### src/rtl/pwroff_pkg.sv
package pwroff_pkg;
  localparam int ADDR_W     = 8;
  localparam int DATA_W     = 32;
  localparam int NFIELD     = 6;
  localparam int FIELD_W    = 8;
  localparam int TIME_W     = NFIELD * FIELD_W;
  localparam int FIELD_STEP = 4;

  localparam logic [ADDR_W-1:0] OFS_STATUS   = 8'h44;
  localparam logic [ADDR_W-1:0] OFS_INTEN    = 8'h48;
  localparam logic [ADDR_W-1:0] OFS_ALM_BASE = 8'h80;
  localparam logic [ADDR_W-1:0] OFS_CTRL     = 8'h98;

  localparam int BIT_STATUS = 7;
  localparam int BIT_IE     = 4;
  localparam int BIT_ARM    = 16;

  typedef logic [TIME_W-1:0] bcd_time_t;
endpackage

### src/rtl/pwroff_alarm_bank.sv
module pwroff_alarm_bank
  import pwroff_pkg::*;
#(
  parameter int N_F   = NFIELD,
  parameter int F_W   = FIELD_W,
  parameter int A_W   = ADDR_W,
  parameter int BASE  = 128,
  parameter int STEP  = FIELD_STEP
) (
  input  logic             clk,
  input  logic             rst_n,
  input  logic             wr_en,
  input  logic [A_W-1:0]   wr_addr,
  input  logic [F_W-1:0]   wr_byte,
  output logic [N_F*F_W-1:0] alarm_o
);
  for (genvar g = 0; g < N_F; g++) begin : g_field
    localparam logic [A_W-1:0] FADDR = A_W'(BASE + STEP * g);
    logic           sel;
    logic [F_W-1:0] fld_q, fld_d;

    assign sel = wr_en && (wr_addr == FADDR);

    always_comb begin
      fld_d = fld_q;
      if (sel) fld_d = wr_byte;
    end

    always_ff @(posedge clk or negedge rst_n) begin
      if (!rst_n)   fld_q <= '0;
      else if (sel) fld_q <= fld_d;
    end

    assign alarm_o[g*F_W +: F_W] = fld_q;
  end
endmodule

### src/rtl/pwroff_cmp.sv
module pwroff_cmp
  import pwroff_pkg::*;
#(
  parameter int N_F = NFIELD,
  parameter int F_W = FIELD_W
) (
  input  logic [N_F*F_W-1:0] alarm_i,
  input  logic [N_F*F_W-1:0] now_i,
  output logic               hit_o
);
  logic [N_F-1:0] eq;

  for (genvar g = 0; g < N_F; g++) begin : g_eq
    assign eq[g] = (alarm_i[g*F_W +: F_W] == now_i[g*F_W +: F_W]);
  end

  assign hit_o = &eq;
endmodule

### src/rtl/pwroff_ctrl.sv
module pwroff_ctrl (
  input  logic clk,
  input  logic rst_n,
  input  logic tick,
  input  logic hit,
  input  logic status_wr,
  input  logic status_clr,
  input  logic ie_wr,
  input  logic ie_val,
  input  logic arm_wr,
  input  logic arm_val,
  output logic status_q,
  output logic ie_q,
  output logic arm_q,
  output logic pwr_q,
  output logic irq
);
  logic event_hit;
  logic status_d, ie_d, arm_d, pwr_d;
  logic status_en, pwr_en_ce;

  assign event_hit = tick && hit;

  always_comb begin
    status_en = event_hit || (status_wr && status_clr);
    status_d  = event_hit ? 1'b1 : 1'b0;
    ie_d      = ie_val;
    arm_d     = arm_val;
    pwr_en_ce = event_hit && arm_q;
    pwr_d     = 1'b0;
  end

  always_ff @(posedge clk or negedge rst_n) begin
    if (!rst_n) begin
      status_q <= 1'b0;
    end else if (status_en) begin
      status_q <= status_d;
    end
  end

  always_ff @(posedge clk or negedge rst_n) begin
    if (!rst_n) begin
      ie_q <= 1'b0;
    end else if (ie_wr) begin
      ie_q <= ie_d;
    end
  end

  always_ff @(posedge clk or negedge rst_n) begin
    if (!rst_n) begin
      arm_q <= 1'b0;
    end else if (arm_wr) begin
      arm_q <= arm_d;
    end
  end

  always_ff @(posedge clk or negedge rst_n) begin
    if (!rst_n) begin
      pwr_q <= 1'b1;
    end else if (pwr_en_ce) begin
      pwr_q <= pwr_d;
    end
  end

  assign irq = status_q && ie_q;
endmodule

### src/rtl/pwroff_alarm_ctrl.sv
module pwroff_alarm_ctrl
  import pwroff_pkg::*;
(
  input  logic              clk,
  input  logic              rst_n,
  input  logic              tick,
  input  logic [TIME_W-1:0] cur_time,
  input  logic              wr_en,
  input  logic              wr_word,
  input  logic [ADDR_W-1:0] wr_addr,
  input  logic [DATA_W-1:0] wr_data,
  input  logic [ADDR_W-1:0] rd_addr,
  output logic [DATA_W-1:0] rd_data,
  output logic              irq,
  output logic              pwr_en
);
  logic [1:0]  rst_sync;
  logic        rst_sync_n;
  bcd_time_t   alarm_q;
  logic        cmp_hit;
  logic        status_q, ie_q, arm_q;
  logic        wr_status, wr_inten, wr_ctrl;

  always_ff @(posedge clk or negedge rst_n) begin
    if (!rst_n) rst_sync <= 2'b00;
    else        rst_sync <= {rst_sync[0], 1'b1};
  end
  assign rst_sync_n = rst_sync[1];

  assign wr_status = wr_en && (wr_addr == OFS_STATUS);
  assign wr_inten  = wr_en && wr_word && (wr_addr == OFS_INTEN);
  assign wr_ctrl   = wr_en && wr_word && (wr_addr == OFS_CTRL);

  pwroff_alarm_bank #(
    .N_F (NFIELD),
    .F_W (FIELD_W),
    .A_W (ADDR_W),
    .BASE(int'(OFS_ALM_BASE)),
    .STEP(FIELD_STEP)
  ) u_bank (
    .clk    (clk),
    .rst_n  (rst_sync_n),
    .wr_en  (wr_en),
    .wr_addr(wr_addr),
    .wr_byte(wr_data[FIELD_W-1:0]),
    .alarm_o(alarm_q)
  );

  pwroff_cmp #(
    .N_F(NFIELD),
    .F_W(FIELD_W)
  ) u_cmp (
    .alarm_i(alarm_q),
    .now_i  (cur_time),
    .hit_o  (cmp_hit)
  );

  pwroff_ctrl u_ctrl (
    .clk       (clk),
    .rst_n     (rst_sync_n),
    .tick      (tick),
    .hit       (cmp_hit),
    .status_wr (wr_status),
    .status_clr(wr_data[BIT_STATUS]),
    .ie_wr     (wr_inten),
    .ie_val    (wr_data[BIT_IE]),
    .arm_wr    (wr_ctrl),
    .arm_val   (wr_data[BIT_ARM]),
    .status_q  (status_q),
    .ie_q      (ie_q),
    .arm_q     (arm_q),
    .pwr_q     (pwr_en),
    .irq       (irq)
  );

  always_comb begin
    rd_data = '0;
    if (rd_addr == OFS_STATUS) rd_data[BIT_STATUS] = status_q;
    if (rd_addr == OFS_INTEN)  rd_data[BIT_IE]     = ie_q;
    if (rd_addr == OFS_CTRL)   rd_data[BIT_ARM]    = arm_q;
    for (int i = 0; i < NFIELD; i++) begin
      if (rd_addr == ADDR_W'(int'(OFS_ALM_BASE) + FIELD_STEP * i))
        rd_data[FIELD_W-1:0] = alarm_q[i*FIELD_W +: FIELD_W];
    end
  end
endmodule

### config.mk
export PLATFORM = sky130hd
export DESIGN_NAME = pwroff_alarm_ctrl
export DESIGN_NICKNAME = d
export VERILOG_FILES = /design/src/rtl/pwroff_pkg.sv /design/src/rtl/pwroff_alarm_bank.sv /design/src/rtl/pwroff_cmp.sv /design/src/rtl/pwroff_ctrl.sv /design/src/rtl/pwroff_alarm_ctrl.sv
export SDC_FILE = /design/constraint.sdc
export NUM_CORES = 1
export LEC_CHECK = 0
export CORE_ASPECT_RATIO = 0.7
export CORE_MARGIN = 1.5
export CORE_UTILIZATION = 35
export DETAILED_ROUTE_END_ITERATION = 10
export DONT_BUFFER_PORTS = 1
export HOLD_SLACK_MARGIN = 0.06
export PLACE_DENSITY = 0.51
export REMOVE_ABC_BUFFERS = 1
export SLEW_MARGIN = 15
export SYNTH_ARGS = -nofsm -noshare
export SYNTH_HDL_FRONTEND = slang
export SYNTH_SLANG_ARGS = --single-unit
export TNS_END_PERCENT = 1
### constraint.sdc
create_clock -name clk -period 1.8 [get_ports clk]
set_input_delay 0 -clock clk [delete_from_list [all_inputs] [get_ports clk]]
set_output_delay 0 -clock clk [all_outputs]
set_load 0.05 [all_outputs]
==> impl_metrics.toml <==
[status]
status = "finished, final reports clean"

[sta]
hold_ws_ns = 0.0719
finalCritPeriodShare_pct = 96.9
maxSlewViolCount = 0
finalClockSkew_ns = 0.00701
maxSlewHeadroom_pct = 62.9
post-route-min-period_ns = 1.74
grt_setup_unrepaired = "yes"
setup_violations = 0
fmax_ghz = 0.573
setup_ws_ns = 0.0561
tightest_slew_ns = 0.555
hold_viol = 0

[floorplan]
fp.dieH_um = 85.1
core.rowCount = 29
die_x_um = 120
die_area_um2 = 10200
initial_utilization_pct = 36.6
core_area_um2 = 9220
ios = 135

[run]
cap_violations = 0

[detailed_routing]
vias = 2550
drc_errors = 0
wl_per_cell_um = 20.8
drtIter0Drc = 158
firstDrtPassIters = 5
drt-vias-per-instance = 5.35
ant_nets = 0
wl_mm = 9.92

[placed_design]
io_buffer_count = 0
hpwl_mm = 7.71
dp_cells = 449
place_congestion = 0.797
post-place-ws_ns = 0.181

[yosys]
yosysMostFrequentCell = "dfrtp_1"
synthTopCellsByCount = "dfrtp_1, mux2_1, xnor2_1, buf_4, nand2_1"
synth_area_leaders = "dfrtp_1, mux2_1, xnor2_1"
syn_inst = 311
synthArstFlopShare_pct = 100
ys.flop_type = "dfrtp_1"
yosys_warnings = 0
synth_seq_cells = 54
yosysSeqAreaShare_pct = 40.1
syn_area_um2 = 3370
synth_area_leader_cell = "dfrtp_1"
synth_top_area_share_pct = 39.4
syn_area_per_cell_um2 = 10.8
synth_cell_types = 56
synth_edf_count = 0

[cts]
cts_max_level = 2
max-clock-path-buffers = 2
clk_latency_ns = 0.29
clk_pin_slew_ns = 0.07
root_buffer = "clkbuf_16"
cts_tree = "done"
cts_setup_buffers = 0
numCtsBuffers = 5
cts_sinks = 54

[setup_path]
cp_data_arrival_time_ns = 1.74
cp.required_ns = 1.80
critPathMaxStageDelay_ns = 0.41
crit_type = "reg2out"
critPathTopFamily = "compound AO/OA/AOI/OAI gates"
slowest_stage = "dfrtp_1"
start_kind = "flip-flop"
cp-end-kind = "primary output"
crit_buf_inv = 1
crit_chain = "mux2_1 -> a22oi_2 -> nor2_1 -> a221oi_2 -> a21oi_1 -> buf_4"
critPathMaxFanout = 3

[global_routing]
track_usage_pct = 19.6
overflow = 0
grt_max_degree = 23
grt_pass1_vias = 2561
grt_first_pass_wirelength_mm = 14.8
antenna_found_initial = 0

[cells_and_area]
finalNonFillerCells = 477
drive_gt1_share_pct = 13.3
nets = 453
insertedDiodeCount = 0
area_delta_synth_final_pct = 16.9

[pwr]
p_leak_nw = 1.84
ir_worst_vdd_v = 0.000368
power_density_nw_per_um2 = 685

[min_path]
hold_path_class = "in2reg"
[routing by layer]
layer | share of wire [%] | wire length, µm | track usage, % | up-vias
li1 | - | - | - | 1166
met1 | 48 | 4790 | 29.4 | 1270
met2 | 41 | 4060 | 27.3 | 109
met3 | 10 | 1020 | 7.19 | 5
met4 | 0.55 | 55 | 3.32 | 0
met5 | 0 | 0 | 0 | -
[worst register-to-register path, stage by stage, from the launching register on]
cell     delay (ns)
dfrtp_1        0.41
xnor2_1        0.23
nand4_1        0.12
nor3_1         0.33
nand4_1        0.17
o31a_1         0.32
[layout by cell type (no fill, tap or decap), types with 7 or more instances in the layout]
cell,instances
inv_1,11
nand4_1,8
nand2_1,18
xor2_1,10
xnor2_1,26
nor4_1,7
conb_1,24
nor2_1,11
nand3_1,9
mux2_1,51
buf_4,19
dlygate4sd3_1,20
dfrtp_1,52
[cell families (layout without fill, tap and decap cells)]
| group | Yosys count | after routing | synth area share (%) |
|---|---|---|---|
| and+or+nand+nor | 88 | 88 | 16.4 |
| DFF | 54 | 54 | 40.1 |
| xor gates and xnor gates | 36 | 36 | 9.36 |
| AOI/OAI and AO/OA | 36 | 36 | 7.72 |
| other | 2 | 24 | 0.223 |
| muxes | 56 | 56 | 19.0 |
| buffers and inverters | 39 | 59 | 7.17 |
[path summary, 6_finish.rpt]
path | cells after the start | start | endpoint | slack [ns]
min in group asynchronous | 0 | rst_sync[1] | u_bank.g_field[2].fld_q[2] | 0.23
hold / removal | 4 | cur_time[8] | u_ctrl.status_q | 0.07
setup / recovery | 6 | u_bank.g_field[3].fld_q[0] | rd_data[0] | 0.06
max in group asynchronous | 1 | rst_sync[1] | u_ctrl.pwr_q | 1.00
hold reg to reg | 0 | rst_sync[1] | u_bank.g_field[2].fld_q[2] | 0.23
setup reg to reg | 5 | u_bank.g_field[2].fld_q[4] | u_ctrl.pwr_q | 0.15
[per-stage QoR]
stage | area (µm²) | total power [mW] | TNS [ns] | utilization, %
floorplan | 3250 | 1.61 | -0.134 | -
global placement | 3570 | 1.68 | 0 | 38.7
detailed placement | 3570 | 1.69 | 0 | 38.7
CTS | 3920 | 2.72 | 0 | 42.6
global route | 3940 | 2.80 | -0.0219 | 42.7
finish | 3940 | 2.70 | 0 | 42.7
[final cells by class]
cell class / count / area (µm²)
fill: 925 / 5280
inverter: 11 / 41.3
timing repair buffer: 40 / 363
sequential: 54 / 1350
multi-input combinational: 240 / 1880
clock buffer: 8 / 146
tap: 124 / 155
[sequential cells by signal, summed over array words and instances, names as in the netlist]
register / flops
rst_sync: 2
u_bank.g_field.fld_q: 48
u_ctrl.arm_q: 1
u_ctrl.ie_q: 1
u_ctrl.pwr_q: 1
u_ctrl.status_q: 1
[where the power goes]
part | switching (mW) | internal (mW)
Sequential | 0.0659 | 1.27
Clock | 0.427 | 0.556
Combinational | 0.228 | 0.154
[timing repair]
item | CTS | global route
resized for setup | 1 | 3
hold buffers | 20 | 0
hold endpoints to repair | 54 | 0
endpoints found under the setup margin | 1 | 4
(Power assumes the default switching activity.)
